[config.mk]
export PLATFORM = sky130hd
export DESIGN_NAME = cpif_unit
export DESIGN_NICKNAME = d
export VERILOG_FILES = /design/src/rtl/cpif_pkg.sv /design/src/rtl/cpif_decode.sv /design/src/rtl/cpif_assemble.sv /design/src/rtl/cpif_seq.sv /design/src/rtl/cpif_unit.sv
export SDC_FILE = /design/constraint.sdc
export NUM_CORES = 1
export LEC_CHECK = 0
export BUFFER_PORTS_ARGS = -buffer_cell sky130_fd_sc_hd__buf_4
export CORE_ASPECT_RATIO = 1.1
export CORE_MARGIN = 2
export CORE_UTILIZATION = 35
export DETAILED_ROUTE_END_ITERATION = 10
export SLEW_MARGIN = 10
export SYNTH_ARGS = -nofsm -noshare
export SYNTH_HDL_FRONTEND = slang
export SYNTH_SLANG_ARGS = --single-unit
[constraint.sdc]
create_clock -name clk -period 2.5 [get_ports clk]
set_input_delay 0.25 -clock clk [delete_from_list [all_inputs] [get_ports clk]]
set_output_delay 0.25 -clock clk [all_outputs]
set_load 0.02 [all_outputs]
[src/rtl/cpif_pkg.sv]
package cpif_pkg;

  localparam int RSP_W = 16;

  localparam logic [RSP_W-1:0] RSP_DONE = 16'h0802;
  localparam logic [RSP_W-1:0] RSP_WAIT = 16'h8900;
  localparam logic [RSP_W-1:0] RSP_XFER = 16'h8C00;

  localparam logic [2:0] FC_CPU_SPACE = 3'b111;

  typedef enum logic [1:0] {
    ST_IDLE = 2'd0,
    ST_WAIT = 2'd1,
    ST_XFER = 2'd2
  } seq_state_t;

  typedef enum logic [1:0] {
    SEL_RESP = 2'd0,
    SEL_CMD  = 2'd1,
    SEL_OPND = 2'd2,
    SEL_NONE = 2'd3
  } reg_sel_t;

  // lane width in bits for a port size code
  function automatic int unsigned lane_bits(input logic [1:0] ps);
    case (ps)
      2'b01:   return 16;
      2'b10:   return 8;
      default: return 32;
    endcase
  endfunction

endpackage

[src/rtl/cpif_decode.sv]
module cpif_decode
  import cpif_pkg::*;
#(
  parameter int         ADDR_W = 16,
  parameter int         ID_LSB = 13,
  parameter logic [2:0] MY_ID  = 3'd5
) (
  input  logic              cyc,
  input  logic [2:0]        fc,
  input  logic [ADDR_W-1:0] addr,
  output logic              hit,
  output reg_sel_t          sel
);

  localparam int OFS_W = 4;
  localparam int GAP_W = ID_LSB - OFS_W;
  localparam int TOP_W = ADDR_W - ID_LSB - 3;

  logic id_ok;
  logic gap_ok;

  assign id_ok = (addr[ID_LSB+2:ID_LSB] == MY_ID);

  generate
    if (TOP_W > 0) begin : g_top
      assign gap_ok = (addr[ID_LSB-1:OFS_W] == '0) && (addr[ADDR_W-1:ID_LSB+3] == '0);
    end else begin : g_notop
      assign gap_ok = (addr[ID_LSB-1:OFS_W] == GAP_W'(0));
    end
  endgenerate

  assign hit = cyc && (fc == FC_CPU_SPACE) && id_ok && gap_ok;

  always_comb begin
    case (addr[OFS_W-1:0])
      4'h0:    sel = SEL_RESP;
      4'h4:    sel = SEL_CMD;
      4'h8:    sel = SEL_OPND;
      default: sel = SEL_NONE;
    endcase
  end

endmodule

[src/rtl/cpif_assemble.sv]
module cpif_assemble
  import cpif_pkg::*;
#(
  parameter int WORD_W = 32
) (
  input  logic              clk,
  input  logic              rst,
  input  logic              stb,
  input  logic [1:0]        port_size,
  input  logic [WORD_W-1:0] din,
  output logic [WORD_W-1:0] word_nxt,
  output logic              last
);

  localparam int BEATS8  = WORD_W / 8;
  localparam int BEATS16 = (WORD_W / 16 > 0) ? WORD_W / 16 : 1;
  localparam int CNT_W   = (BEATS8 > 2) ? $clog2(BEATS8) : 1;

  logic [WORD_W-1:0] acc;
  logic [CNT_W-1:0]  cnt;
  logic [CNT_W-1:0]  cnt_end;

  always_comb begin
    case (lane_bits(port_size))
      8: begin
        word_nxt = WORD_W'({acc, din[7:0]});
        cnt_end  = CNT_W'(BEATS8 - 1);
      end
      16: begin
        word_nxt = WORD_W'({acc, din[15:0]});
        cnt_end  = CNT_W'(BEATS16 - 1);
      end
      default: begin
        word_nxt = din;
        cnt_end  = '0;
      end
    endcase
  end

  assign last = stb && (cnt == cnt_end);

  always_ff @(posedge clk) begin
    if (rst) begin
      acc <= '0;
      cnt <= '0;
    end else if (stb) begin
      acc <= word_nxt;
      cnt <= last ? '0 : cnt + 1'b1;
    end
  end

endmodule

[src/rtl/cpif_seq.sv]
module cpif_seq
  import cpif_pkg::*;
#(
  parameter int CMD_W  = 16,
  parameter int OPND_W = 32
) (
  input  logic              clk,
  input  logic              rst,
  input  logic              cmd_done,
  input  logic [CMD_W-1:0]  cmd_word,
  input  logic              opnd_done,
  input  logic [OPND_W-1:0] opnd_word,
  input  logic              eu_take,
  output logic [RSP_W-1:0]  resp,
  output logic              op_valid,
  output logic [CMD_W-1:0]  op_cmd,
  output logic [OPND_W-1:0] op_data
);

  seq_state_t       st;
  logic             pend;
  logic [CMD_W-1:0] cmd_buf;

  always_comb begin
    case (st)
      ST_WAIT: resp = RSP_WAIT;
      ST_XFER: resp = RSP_XFER;
      default: resp = RSP_DONE;
    endcase
  end

  always_ff @(posedge clk) begin
    if (rst) begin
      st      <= ST_IDLE;
      pend    <= 1'b0;
      cmd_buf <= '0;
      op_cmd  <= '0;
      op_data <= '0;
    end else begin
      if (eu_take) pend <= 1'b0;
      case (st)
        ST_IDLE: begin
          if (cmd_done) begin
            cmd_buf <= cmd_word;
            st      <= pend ? ST_WAIT : ST_XFER;
          end
        end
        ST_WAIT: begin
          if (!pend) st <= ST_XFER;
        end
        ST_XFER: begin
          if (opnd_done) begin
            op_cmd  <= cmd_buf;
            op_data <= opnd_word;
            pend    <= 1'b1;
            st      <= ST_IDLE;
          end
        end
        default: st <= ST_IDLE;
      endcase
    end
  end

  assign op_valid = pend;

endmodule

[src/rtl/cpif_unit.sv]
module cpif_unit
  import cpif_pkg::*;
#(
  parameter int         ADDR_W = 16,
  parameter int         ID_LSB = 13,
  parameter logic [2:0] MY_ID  = 3'd5,
  parameter int         BUS_W  = 32,
  parameter int         CMD_W  = 16
) (
  input  logic              clk,
  input  logic              rst,
  input  logic              cyc,
  input  logic              we,
  input  logic [2:0]        fc,
  input  logic [ADDR_W-1:0] addr,
  input  logic [BUS_W-1:0]  wdata,
  input  logic [1:0]        port_size,
  output logic [BUS_W-1:0]  rdata,
  output logic              ack,
  input  logic              eu_take,
  output logic              op_valid,
  output logic [CMD_W-1:0]  op_cmd,
  output logic [BUS_W-1:0]  op_data
);

  localparam int OPND_W = BUS_W;

  logic              hit;
  reg_sel_t          sel;
  logic              stb;
  logic              cmd_last;
  logic              opnd_last;
  logic [CMD_W-1:0]  cmd_word;
  logic [OPND_W-1:0] opnd_word;
  logic [RSP_W-1:0]  resp;
  logic              ack_q;
  logic [BUS_W-1:0]  rdata_q;
  logic              rsp_lo;

  cpif_decode #(
    .ADDR_W(ADDR_W),
    .ID_LSB(ID_LSB),
    .MY_ID (MY_ID)
  ) u_decode (
    .cyc (cyc),
    .fc  (fc),
    .addr(addr),
    .hit (hit),
    .sel (sel)
  );

  // one action per bus cycle: the host drops cyc after ack
  assign stb = hit && !ack_q;

  cpif_assemble #(.WORD_W(CMD_W)) u_cmd_asm (
    .clk      (clk),
    .rst      (rst),
    .stb      (stb && we && (sel == SEL_CMD)),
    .port_size(port_size),
    .din      (wdata[CMD_W-1:0]),
    .word_nxt (cmd_word),
    .last     (cmd_last)
  );

  cpif_assemble #(.WORD_W(OPND_W)) u_opnd_asm (
    .clk      (clk),
    .rst      (rst),
    .stb      (stb && we && (sel == SEL_OPND)),
    .port_size(port_size),
    .din      (wdata),
    .word_nxt (opnd_word),
    .last     (opnd_last)
  );

  cpif_seq #(
    .CMD_W (CMD_W),
    .OPND_W(OPND_W)
  ) u_seq (
    .clk      (clk),
    .rst      (rst),
    .cmd_done (cmd_last),
    .cmd_word (cmd_word),
    .opnd_done(opnd_last),
    .opnd_word(opnd_word),
    .eu_take  (eu_take),
    .resp     (resp),
    .op_valid (op_valid),
    .op_cmd   (op_cmd),
    .op_data  (op_data)
  );

  always_ff @(posedge clk) begin
    if (rst) begin
      ack_q   <= 1'b0;
      rdata_q <= '0;
      rsp_lo  <= 1'b0;
    end else begin
      ack_q <= stb;
      if (stb) begin
        rdata_q <= '0;
        if (!we && sel == SEL_RESP) begin
          if (lane_bits(port_size) == 8) begin
            rdata_q <= BUS_W'(rsp_lo ? resp[7:0] : resp[15:8]);
            rsp_lo  <= !rsp_lo;
          end else begin
            rdata_q <= BUS_W'(resp);
          end
        end
      end
    end
  end

  assign ack   = ack_q;
  assign rdata = rdata_q;

endmodule

# ---- Word-level counts from Yosys, hierarchy flattened
# Index checks and enable logic that the tools add are counted.
dict set report word_totals {
  regBits 136
  input_bits 58
  out_inout_bits 82
  word_cells 76
}
dict set report op_classes {
  n_addsub 2
  eq_ne 18
  muxes 23
  n_reduce_logical 21
}
# operator n
set op_table {}
lappend op_table {{two-way mux 32 bit} 3}
lappend op_table {{one-hot mux 32 bit (2 select lines)} 1}
lappend op_table {{two-way mux 16 bit} 3}
lappend op_table {{== test 32 x 4 -> 1 bit (second input constant)} 1}
lappend op_table {{one-hot mux 16 bit (2 select lines)} 1}
lappend op_table {{one-hot mux 2 bit (3 select lines)} 2}
lappend op_table {{one-hot mux 6 bit (2 select lines)} 1}
lappend op_table {{logical AND 1 bit} 10}
lappend op_table {{two-way mux 2 bit} 5}
lappend op_table {{zero test 9 bit} 1}
lappend op_table {{two-way mux 8 bit} 1}
lappend op_table {{== test 2 x 1 -> 1 bit (second input constant)} 3}
lappend op_table {{== test 2 bit (second input constant)} 3}
lappend op_table {{== test 3 bit (second input constant)} 2}
lappend op_table {{== test 6 x 4 -> 1 bit (second input constant)} 1}
lappend op_table {{== test 6 x 5 -> 1 bit (second input constant)} 1}
lappend op_table {{!= test 2 bit (second input constant)} 3}
lappend op_table {{AND reduction 3 bit} 2}
lappend op_table {{two-way mux 1 bit} 5}
lappend op_table {{== test 4 x 3 -> 1 bit (second input constant)} 1}
lappend op_table {{== test 4 bit (second input constant)} 1}
lappend op_table {{zero test 2 bit} 2}
lappend op_table {{zero test 4 bit} 1}
lappend op_table {{one-hot mux 2 bit (2 select lines)} 1}
lappend op_table {{other kinds (6)} 9}

# ---- Longest topological paths before layout
# Gate-level depths: netlist of the first run.
dict set report depth {
  depth_word 10
  depth_mapped 10
  depth_no_buf 7
}

# ---- Modules after synthesis
# A second synthesis of the first run with hierarchy kept.
dict set report unflattened {
  hier_cells 635
  area_unflattened_um2 5411.4
}
# mod instances cells_each area_per_inst_um2 seq_area_each_um2
set by_module_without_submodules {}
lappend by_module_without_submodules {cpif_seq 1 319 2519.9 1341.3}
lappend by_module_without_submodules {{cpif_assemble at u_opnd_asm} 1 181 1471.4 520.5}
lappend by_module_without_submodules {cpif_unit 1 78 845.8 360.3}
lappend by_module_without_submodules {{cpif_assemble at u_cmd_asm} 1 50 513.0 180.2}
lappend by_module_without_submodules {cpif_decode 1 7 61.3 0.0}

# ---- Worst setup path before layout of the first run
# Ideal clock, no wire load.
dict set report synth_path {
  kind {input port to flip-flop}
  from {in port_size[0]}
  to {reg u_seq.op_cmd[0]}
  setup_time_ns 0.128
  arrival_time_ns 1.977
  required_ns 2.372
  path_slack_ns 0.395
  path_stages 10
  n_path_buf 3
  path_cell_list {inv_1 -> ha_1 -> clkbuf_1 -> xor2_1 -> nand3_1 -> nor4_2 -> buf_4 -> buf_4 -> mux2i_1 -> nor2_1}
}
dict set report synth_between {
  elab_chain_len 7
  elab_cells_between_ends 9
  cone_classes {eq/ne (5); mux (2); reduce/logical (2)}
}
# element line_no
set synth_lines {}
lappend synth_lines {{start, declared} cpif_unit.sv:17} ;# input logic [1:0] port_size,
lappend synth_lines {{== test 2 bit / == test 2 x 1 -> 1 bit (equally long branches)} cpif_pkg.sv:26} ;# case (ps)
lappend synth_lines {{one-hot mux 6 bit (2 select lines) (*)} cpif_pkg.sv:26}
lappend synth_lines {{== test 6 x 5 -> 1 bit / == test 6 x 4 -> 1 bit (equally long branches)} cpif_assemble.sv:24} ;# case (lane_bits(port_size))
lappend synth_lines {{one-hot mux 2 bit (2 select lines) (*)} cpif_assemble.sv:24}
lappend synth_lines {{== test 2 bit (*)} cpif_assemble.sv:40} ;# assign last = stb && (cnt == cnt_end);
lappend synth_lines {{logical AND 1 bit (*)} cpif_assemble.sv:40}
lappend synth_lines {{AND reduction 2 bit (no line) (*)} n/a}
lappend synth_lines {{end signal, assigned} cpif_seq.sv:53} ;# op_cmd <= cmd_buf;
lappend synth_lines {{end, declared} cpif_seq.sv:16} ;# output logic [CMD_W-1:0] op_cmd,
# Mark *: on every way between the ends. The rest lies on a longest branch, timed or not.
# A chain may end at the register's enable or synchronous reset.

# ---- Worst setup path in the final report of the first run
dict set report layout_path {
  from {reg ack_q, in the netlist ack}
  to {reg u_seq.op_data[26]}
}
dict set report layout_between {
  elab_chain_len 6
}
# element line_no
set layout_lines {}
lappend layout_lines {{start, declared} cpif_unit.sv:36} ;# logic ack_q;
lappend layout_lines {{start signal, assigned} cpif_unit.sv:98} ;# ack_q <= stb;
lappend layout_lines {{zero test 1 bit} cpif_unit.sv:53} ;# assign stb = hit && !ack_q;
lappend layout_lines {{logical AND 1 bit} cpif_unit.sv:53}
lappend layout_lines {{logical AND 1 bit (2 in a row)} cpif_unit.sv:68} ;# .stb (stb && we && (sel == SEL_OPND)),
lappend layout_lines {{logical AND 1 bit} cpif_assemble.sv:40}
lappend layout_lines {{AND reduction 2 bit (no line)} n/a}
lappend layout_lines {{end signal, assigned} cpif_seq.sv:54} ;# op_data <= opnd_word;
lappend layout_lines {{end, declared} cpif_seq.sv:17} ;# output logic [OPND_W-1:0] op_data
# Every way passes these cells.

==> results of run 1 <==
-- registers in the layout (all words and copies together) (netlist names) --
signal	count
u_opnd_asm.cnt	2
u_cmd_asm.cnt	1
u_cmd_asm.acc	8
u_opnd_asm.acc	24
u_seq.op_data	32
u_seq.op_cmd	16
u_seq.op_valid	1
u_seq.st	2
u_seq.cmd_buf	16
rsp_lo	1
ack	1
rdata	9
-- metrics by stage --
stage / cell area (um^2) / std cells
final: 6535 / 876
after global routing: 6535 / 876
after CTS: 6535 / 876
after detailed placement: 5913 / 844
after global placement: 5913 / 844
after floorplan: 5029 / 590
-- final timing paths --
check                                     start                              to  slack (ns)  depth (start not counted)
setup / recovery                 ack$_SDFF_PP0_  u_seq.op_data[26]$_SDFFE_PP0P_        0.58                          6
hold / removal                         wdata[6]   u_seq.cmd_buf[6]$_SDFFE_PP0P_        0.12                          3
setup reg to reg                 ack$_SDFF_PP0_  u_seq.op_data[26]$_SDFFE_PP0P_        0.58                          6
hold reg to reg   u_cmd_asm.acc[1]$_SDFFE_PP0P_   u_cmd_asm.acc[1]$_SDFFE_PP0P_        0.45                          2
-- Yosys cell counts, drive strengths merged --
library cell | instances | share of area
a211oi | 8 | 0.012
a21oi | 45 | 0.046
a22o | 8 | 0.014
a22oi | 16 | 0.024
a41oi | 1 | 0.0018
and2 | 2 | 0.0025
and4 | 1 | 0.0018
buf | 32 | 0.045
clkbuf | 29 | 0.022
conb | 1 | 0.00076
dfxtp | 113 | 0.46
ha | 7 | 0.018
inv | 7 | 0.0053
mux2i | 64 | 0.13
nand2 | 102 | 0.077
nand3 | 10 | 0.010
nand4 | 1 | 0.0013
nand4b | 2 | 0.0066
nor2 | 72 | 0.055
nor3 | 6 | 0.0061
nor4 | 5 | 0.017
o21ai | 17 | 0.017
o21bai | 1 | 0.0015
o311ai | 1 | 0.0018
o31a | 2 | 0.0035
o41ai | 1 | 0.0018
or2 | 2 | 0.0025
or3 | 5 | 0.0063
or4 | 2 | 0.0038
or4b | 1 | 0.0020
xnor2 | 3 | 0.0053
xor2 | 1 | 0.0018
-- metal layers --
layer | up-vias | track usage
met5 | - | 0
met4 | 0 | 0.07442
met3 | 8 | 0.05053
met2 | 141 | 0.2731
met1 | 1990 | 0.2238
li1 | 2114 | -
-- cell families (layout without fill, tap and decap cells) --
family | count (synthesis) | in the layout | share of synthesized area
xor gates and xnor gates | 4 | 4 | 0.007085
buffers and inverters | 68 | 166 | 0.07210
other | 1 | 23 | 0.0007582
muxes | 64 | 64 | 0.1295
AOI/OAI and AO/OA | 100 | 100 | 0.1237
and+or+nand+nor | 211 | 211 | 0.1918
DFF | 113 | 113 | 0.4574
adders and majority gates | 7 | 7 | 0.01771
-- worst max-delay path, delay by kind of cell (launching register included) --
family / cells / cell delay, ns
multiplexers: 1 / 0.23
AND/OR/NAND/NOR: 4 / 0.86
buffers and inverters: 1 / 0.33
flip-flops: 1 / 0.33
-- report_power, final --
part	switching, W	leakage, nW	internal, W
Sequential	0.00000315	0.910	0.00181
Clock	0.000807	0.296	0.00171
Combinational	0.000187	1.31	0.000112
Total	0.000997	2.51	0.00363
-- cell type report --
cell class | count | area share
clock buffers | 22 | 0.07103
clock inverters | 10 | 0.02412
inverters | 7 | 0.004021
multi-input cells | 409 | 0.3709
flip-flops and latches | 113 | 0.3462
well taps | 188 | 0.03599
repair buffers | 127 | 0.1478
==> run_results.csv, run 1 <==
group,metric,value,unit
floorplan,start_util,0.3585,
critical_path,startpoint_type,"register",
drt,first_pass_iters,4,
clock_tree,cts_hold_buf,0,
synth,yosysSeqAreaShare,0.4574,
placed_design,place_congestion,0.8185,
timing,period_needed,1.917,ns
floorplan,die_h,128.7,um
timing,setup_viol,0,
floorplan,fp.dieArea,15100,um^2
grt,grt_pass1_wl,20720,um
critical_path,required,2.77,ns
critical_path,crit_type,"reg2reg",
timing,slew_headroom,0.5415,
clock_tree,cts_resized,0,
grt,grt_usage,0.1736,
critical_path,cpPeakStageDelay,0.38,ns
floorplan,core_area,13790,um^2
clock_tree,clockBufferDepth,2,
clock_tree,htreeDepth,4,
timing,drv_slew,0,
clock_tree,cts.clk_slew.worst_paths,0.05,ns
drt,drtIter0Drc,285,
finish,final_common_cell,"buf_4",
power_and_ir_drop,vdd_drop_max,397.7,uV
placed_design,port_buffers,116,
grt,grt_antenna_before_repair,0,
timing,rsz0062_at_grt,"no",
drt,wl_met2,6121,um
timing,clock_skew,0.01813,ns
drt,wl_met1,5913,um
min_path,hold_class,"in2reg",
finish,multi_input_comb_area,2424,um^2
flow_run,drv_cap,0,
critical_path,cp.arrival,2.19,ns
placed_design,post-place-ws,0.3491,ns
synth,syn_area,4946,um^2
drt,via_per_inst,4.855,
critical_path,crit_path_end_kind,"register",
clock_tree,cts_tree,"yes",
grt,grt_overflow_total,0,
timing,post-route-period-util,0.7669,
finish,n_antenna_cell,0,
clock_tree,cts_made_buffers,17,
clock_tree,cts_setup_buffers,0,
placed_design,dp.final_hpwl,9157,um
timing,setup_ws,0.5827,ns
synth,ys_types,40,
finish,fin_util,0.4737,
timing,hold_ws,0.1208,ns
finish,regArea,2262,um^2
drt,highest-signal-layer,"met4",
floorplan,pin_count,140,
timing,worstMarginPinSlew,0.6877,ns
clock_tree,clkSinkCount,113,
floorplan,die_w,117.3,um
finish,final_cell_mix,"126 x buf_4, 113 x dfxtp_1, 102 x nand2_1",
synth,synthCells,568,
grt,grt_pass1_vias,4090,
finish,nets,740,
critical_path,worst-path-max-fanout,15,
drt,ant_nets,0,
drt,via_count,4253,
floorplan,rows,45,
timing,max_freq,0.5216,GHz
synth,yosysWarnings,0,
clock_tree,root_buffer,"clkbuf_16",
critical_path,crit_top_cell,"nor4_4",
power_and_ir_drop,p_leak,2.513,nW
timing,hold_viol_final,0,
drt,remaining_drc_errors,0,
drt,dr_wl_met3,807,um
power_and_ir_drop,p_total,0.004627,W
grt,grt_max_degree,65,
timing,tns,0,ns
finish,nFillCells,1345,
drt,drt-total-wl,12980,um
finish,syn2layout_area_growth,32.13,%
power_and_ir_drop,power.density,708.0,nW/um^2
synth,syn_avg_cell_area,8.708,um^2
outcome,status,"finished, final reports clean",
drt,wl_per_cell,14.82,um
synth,synth_seq_cells,113,
finish,drive_above_1_share,0.2384,
critical_path,crit_slowest_cell,"nor4_4",
critical_path,path_cells,"nor4_4 > nand4b_4 > nor4_4 > buf_4 > mux2i_1 > nor2_1",
clock_tree,clk_latency,0.42,ns
Power figures use the tool's default switching activity.
==> inputs of run 2 (changes only) <==
Settings changed: ABC_AREA set to 1.
Clock period 2.5 ns to 1.55 ns, I/O delays scaled along.
==> run_results.csv, run 2 <==
group,metric,value,unit
floorplan,fp.dieArea,14940,um^2
synth,synth_async_sr_flop_share,0,
grt,grt_antenna_before_repair,0,
finish,regMostFlops,"u_seq.op_data",
placed_design,place_congestion,0.8740,
timing,period_needed,1.535,ns
flow_run,drv_cap,0,
timing,drv_slew,0,
synth,synth_most_common_cell,"nor2_1",
synth,syn_area,4893,um^2
critical_path,crit_path_end_kind,"register",
floorplan,die_w,116.7,um
critical_path,path_delay_family,"simple AND/OR/NAND/NOR gates",
clock_tree,clk_latency,0.42,ns
timing,max_freq,0.6516,GHz
timing,setup_ws,0.01534,ns
finish,largest_register_ffs,32,
drt,via_per_inst,4.737,
timing,rsz0062_at_grt,"yes",
synth,synth_seq_cells,113,
drt,wl_per_cell,13.82,um
drt,drtIter0Drc,290,
synth,ys.flop_type,"dfxtp_1",
critical_path,crit_slowest_cell,"dfxtp_2",
floorplan,start_util,0.3562,
critical_path,cpPeakStageDelay,0.33,ns
finish,syn2layout_area_growth,46.13,%
finish,reg_top3,"u_seq.op_data (32), u_opnd_asm.acc (24)",
synth,synth_common_cells,"145 x nor2_1, 113 x dfxtp_1, 92 x o21ai_0",
floorplan,pin_count,140,
critical_path,path_cells,"nor2_4 > nand4_1 > nor2_1 > nand2_1 > nor3_1 > buf_4 > inv_1 > nor2_1 > nor2_1",
clock_tree,htreeDepth,4,
grt,grt_pass1_vias,4535,
critical_path,required,1.85,ns
timing,post-route-period-util,0.9901,
critical_path,cp.arrival,1.83,ns
timing,setup_viol,0,
power_and_ir_drop,vdd_drop_max,736.2,uV
drt,drt-total-wl,14210,um
synth,yosysTopAreaCell,"dfxtp_1",
timing,clock_skew,0.01425,ns
critical_path,worst-path-max-fanout,8,
clock_tree,clockBufferDepth,2,
critical_path,startpoint_type,"register",
placed_design,dp.final_hpwl,9842,um
grt,grt_usage,0.1845,
grt,grt_max_degree,99,
power_and_ir_drop,p_leak,3.256,nW
placed_design,port_buffers,116,
finish,final_cell_mix,"151 x buf_4, 140 x nor2_1, 110 x dfxtp_1",
synth,synthTopCellsByArea,"dfxtp_1 46%, nor2_1 11%, o21ai_0 9.4%",
clock_tree,clkSinkCount,113,
grt,grt_pass1_wl,21400,um
synth,synth_top_area_share,0.4623,
critical_path,path_buf_inv,2,
clock_tree,cts.clk_slew.worst_paths,0.05,ns
clock_tree,cts_tree,"yes",
outcome,status,"finished, final reports clean",
synth,synthCells,669,
synth,yosysSeqAreaShare,0.4623,
synth,synth_edf_count,0,
synth,yosysWarnings,0,
power_and_ir_drop,p_total,0.007527,W
finish,nets,893,
drt,first_pass_iters,5,
clock_tree,root_buffer,"clkbuf_16",
min_path,hold_class,"in2reg",
finish,n_antenna_cell,0,
drt,ant_nets,0,
drt,remaining_drc_errors,0,
floorplan,core_area,13740,um^2
timing,hold_viol_final,0,
floorplan,die_h,128.0,um
finish,final_common_cell,"buf_4",
floorplan,rows,45,
critical_path,crit_top_cell,"nor2_1",
finish,drive_above_1_share,0.2881,
power_and_ir_drop,power.density,1053,nW/um^2
drt,via_count,4870,
grt,grt_overflow_total,0,
synth,ys_types,27,
clock_tree,cts_made_buffers,17,
synth,syn_avg_cell_area,7.315,um^2
critical_path,crit_type,"reg2reg",
placed_design,post-place-ws,-0.2204,ns
## run 2: changes by cell type after synthesis, moves of 9 or more
cell      previous run  this run
a21oi_1             45        57
a22oi_1             16         0
buf_2                6        15
clkbuf_1            29        15
inv_1                7        72
mux2i_1             64         0
nand2_1            102        60
nor2_1              72       145
o21ai_0             17        92
o21ai_1              0        14
## run 2: final cells by class
class                           count  area [um^2]
Clock inverter                     10        158.9
Tap cell                          188        235.2
Clock buffer                       21        460.4
Sequential cell                   113         2266
Multi-Input combinational cell    447         2256
Fill cell                        1319         6588
Inverter                           75        284.0
Timing Repair Buffer              174         1490
## run 2: final timing paths
kind	start	to	slack (ns)	depth (start not counted)
hold reg to reg	u_seq.cmd_buf[5]$_SDFFE_PP0P_	u_seq.op_cmd[5]$_SDFFE_PP0P_	0.45	2
hold / removal	wdata[3]	u_seq.op_data[3]$_SDFFE_PP0P_	0.008	3
setup reg to reg	ack$_SDFF_PP0_	u_opnd_asm.acc[18]$_SDFFE_PP0P_	0.02	9
setup / recovery	ack$_SDFF_PP0_	u_opnd_asm.acc[18]$_SDFFE_PP0P_	0.02	9
## run 2: layer usage
metal  global-route usage  vias to the layer above  routed length, um
li1                     -                     2451                  -
met2               0.3091                      169               7109
met5                    0                        -                  0
met3              0.05106                       15                877
met1               0.2274                     2235               6014
met4              0.06228                        0                203
## run 2: worst register-to-register path, cell delays in order, from the launching register on
cell and delay (ns):
dfxtp_2 0.33, nor2_4 0.12, nand4_1 0.08, nor2_1 0.09
nand2_1 0.13, nor3_1 0.19, buf_4 0.17, inv_1 0.14
nor2_1 0.13, nor2_1 0.04
## run 2: repair_timing
action,in CTS,in global routing
endpoints found under the setup margin,12,84
hold endpoints to repair,8,0
setup buffers,0,10
hold buffers,7,0
pin swaps,0,4
gates resized for setup,4,58
gates cloned,0,3
## run 2: power breakdown
group	switching (W)	internal, W	leakage [nW]
clock network	0.00134	0.00275	0.299
registers	0.00000000244	0.00291	0.911
logic	0.000307	0.000221	2.05
total	0.00164	0.00588	3.26
## run 2: stage by stage
step | TNS, ns | hold slack [ns] | instance area [um^2] | util | std cells
after floorplan | -0.5560 | 0.2241 | 5025 | - | 691
after global placement | -9.859 | 0.4078 | 6155 | 0.4480 | 977
after detailed placement | -13.29 | 0.4063 | 6155 | 0.4480 | 977
after CTS | -0.1822 | 0.002244 | 6855 | 0.4990 | 1015
after global routing | -2.232 | 0.003409 | 7151 | 0.5205 | 1028
final | 0 | 0.008251 | 7151 | 0.5205 | 1028
## run 2: cells by family (layout without fill, tap and decap cells)
family | Yosys count | in the layout | share of synthesized area
AOI/OAI and AO/OA | 188 | 188 | 0.2071
and+or+nand+nor | 227 | 227 | 0.1859
DFF | 113 | 113 | 0.4623
other | 1 | 23 | 0.0007663
xor gates and xnor gates | 2 | 2 | 0.003580
adders and majority gates | 7 | 7 | 0.01790
buffers and inverters | 131 | 280 | 0.1225
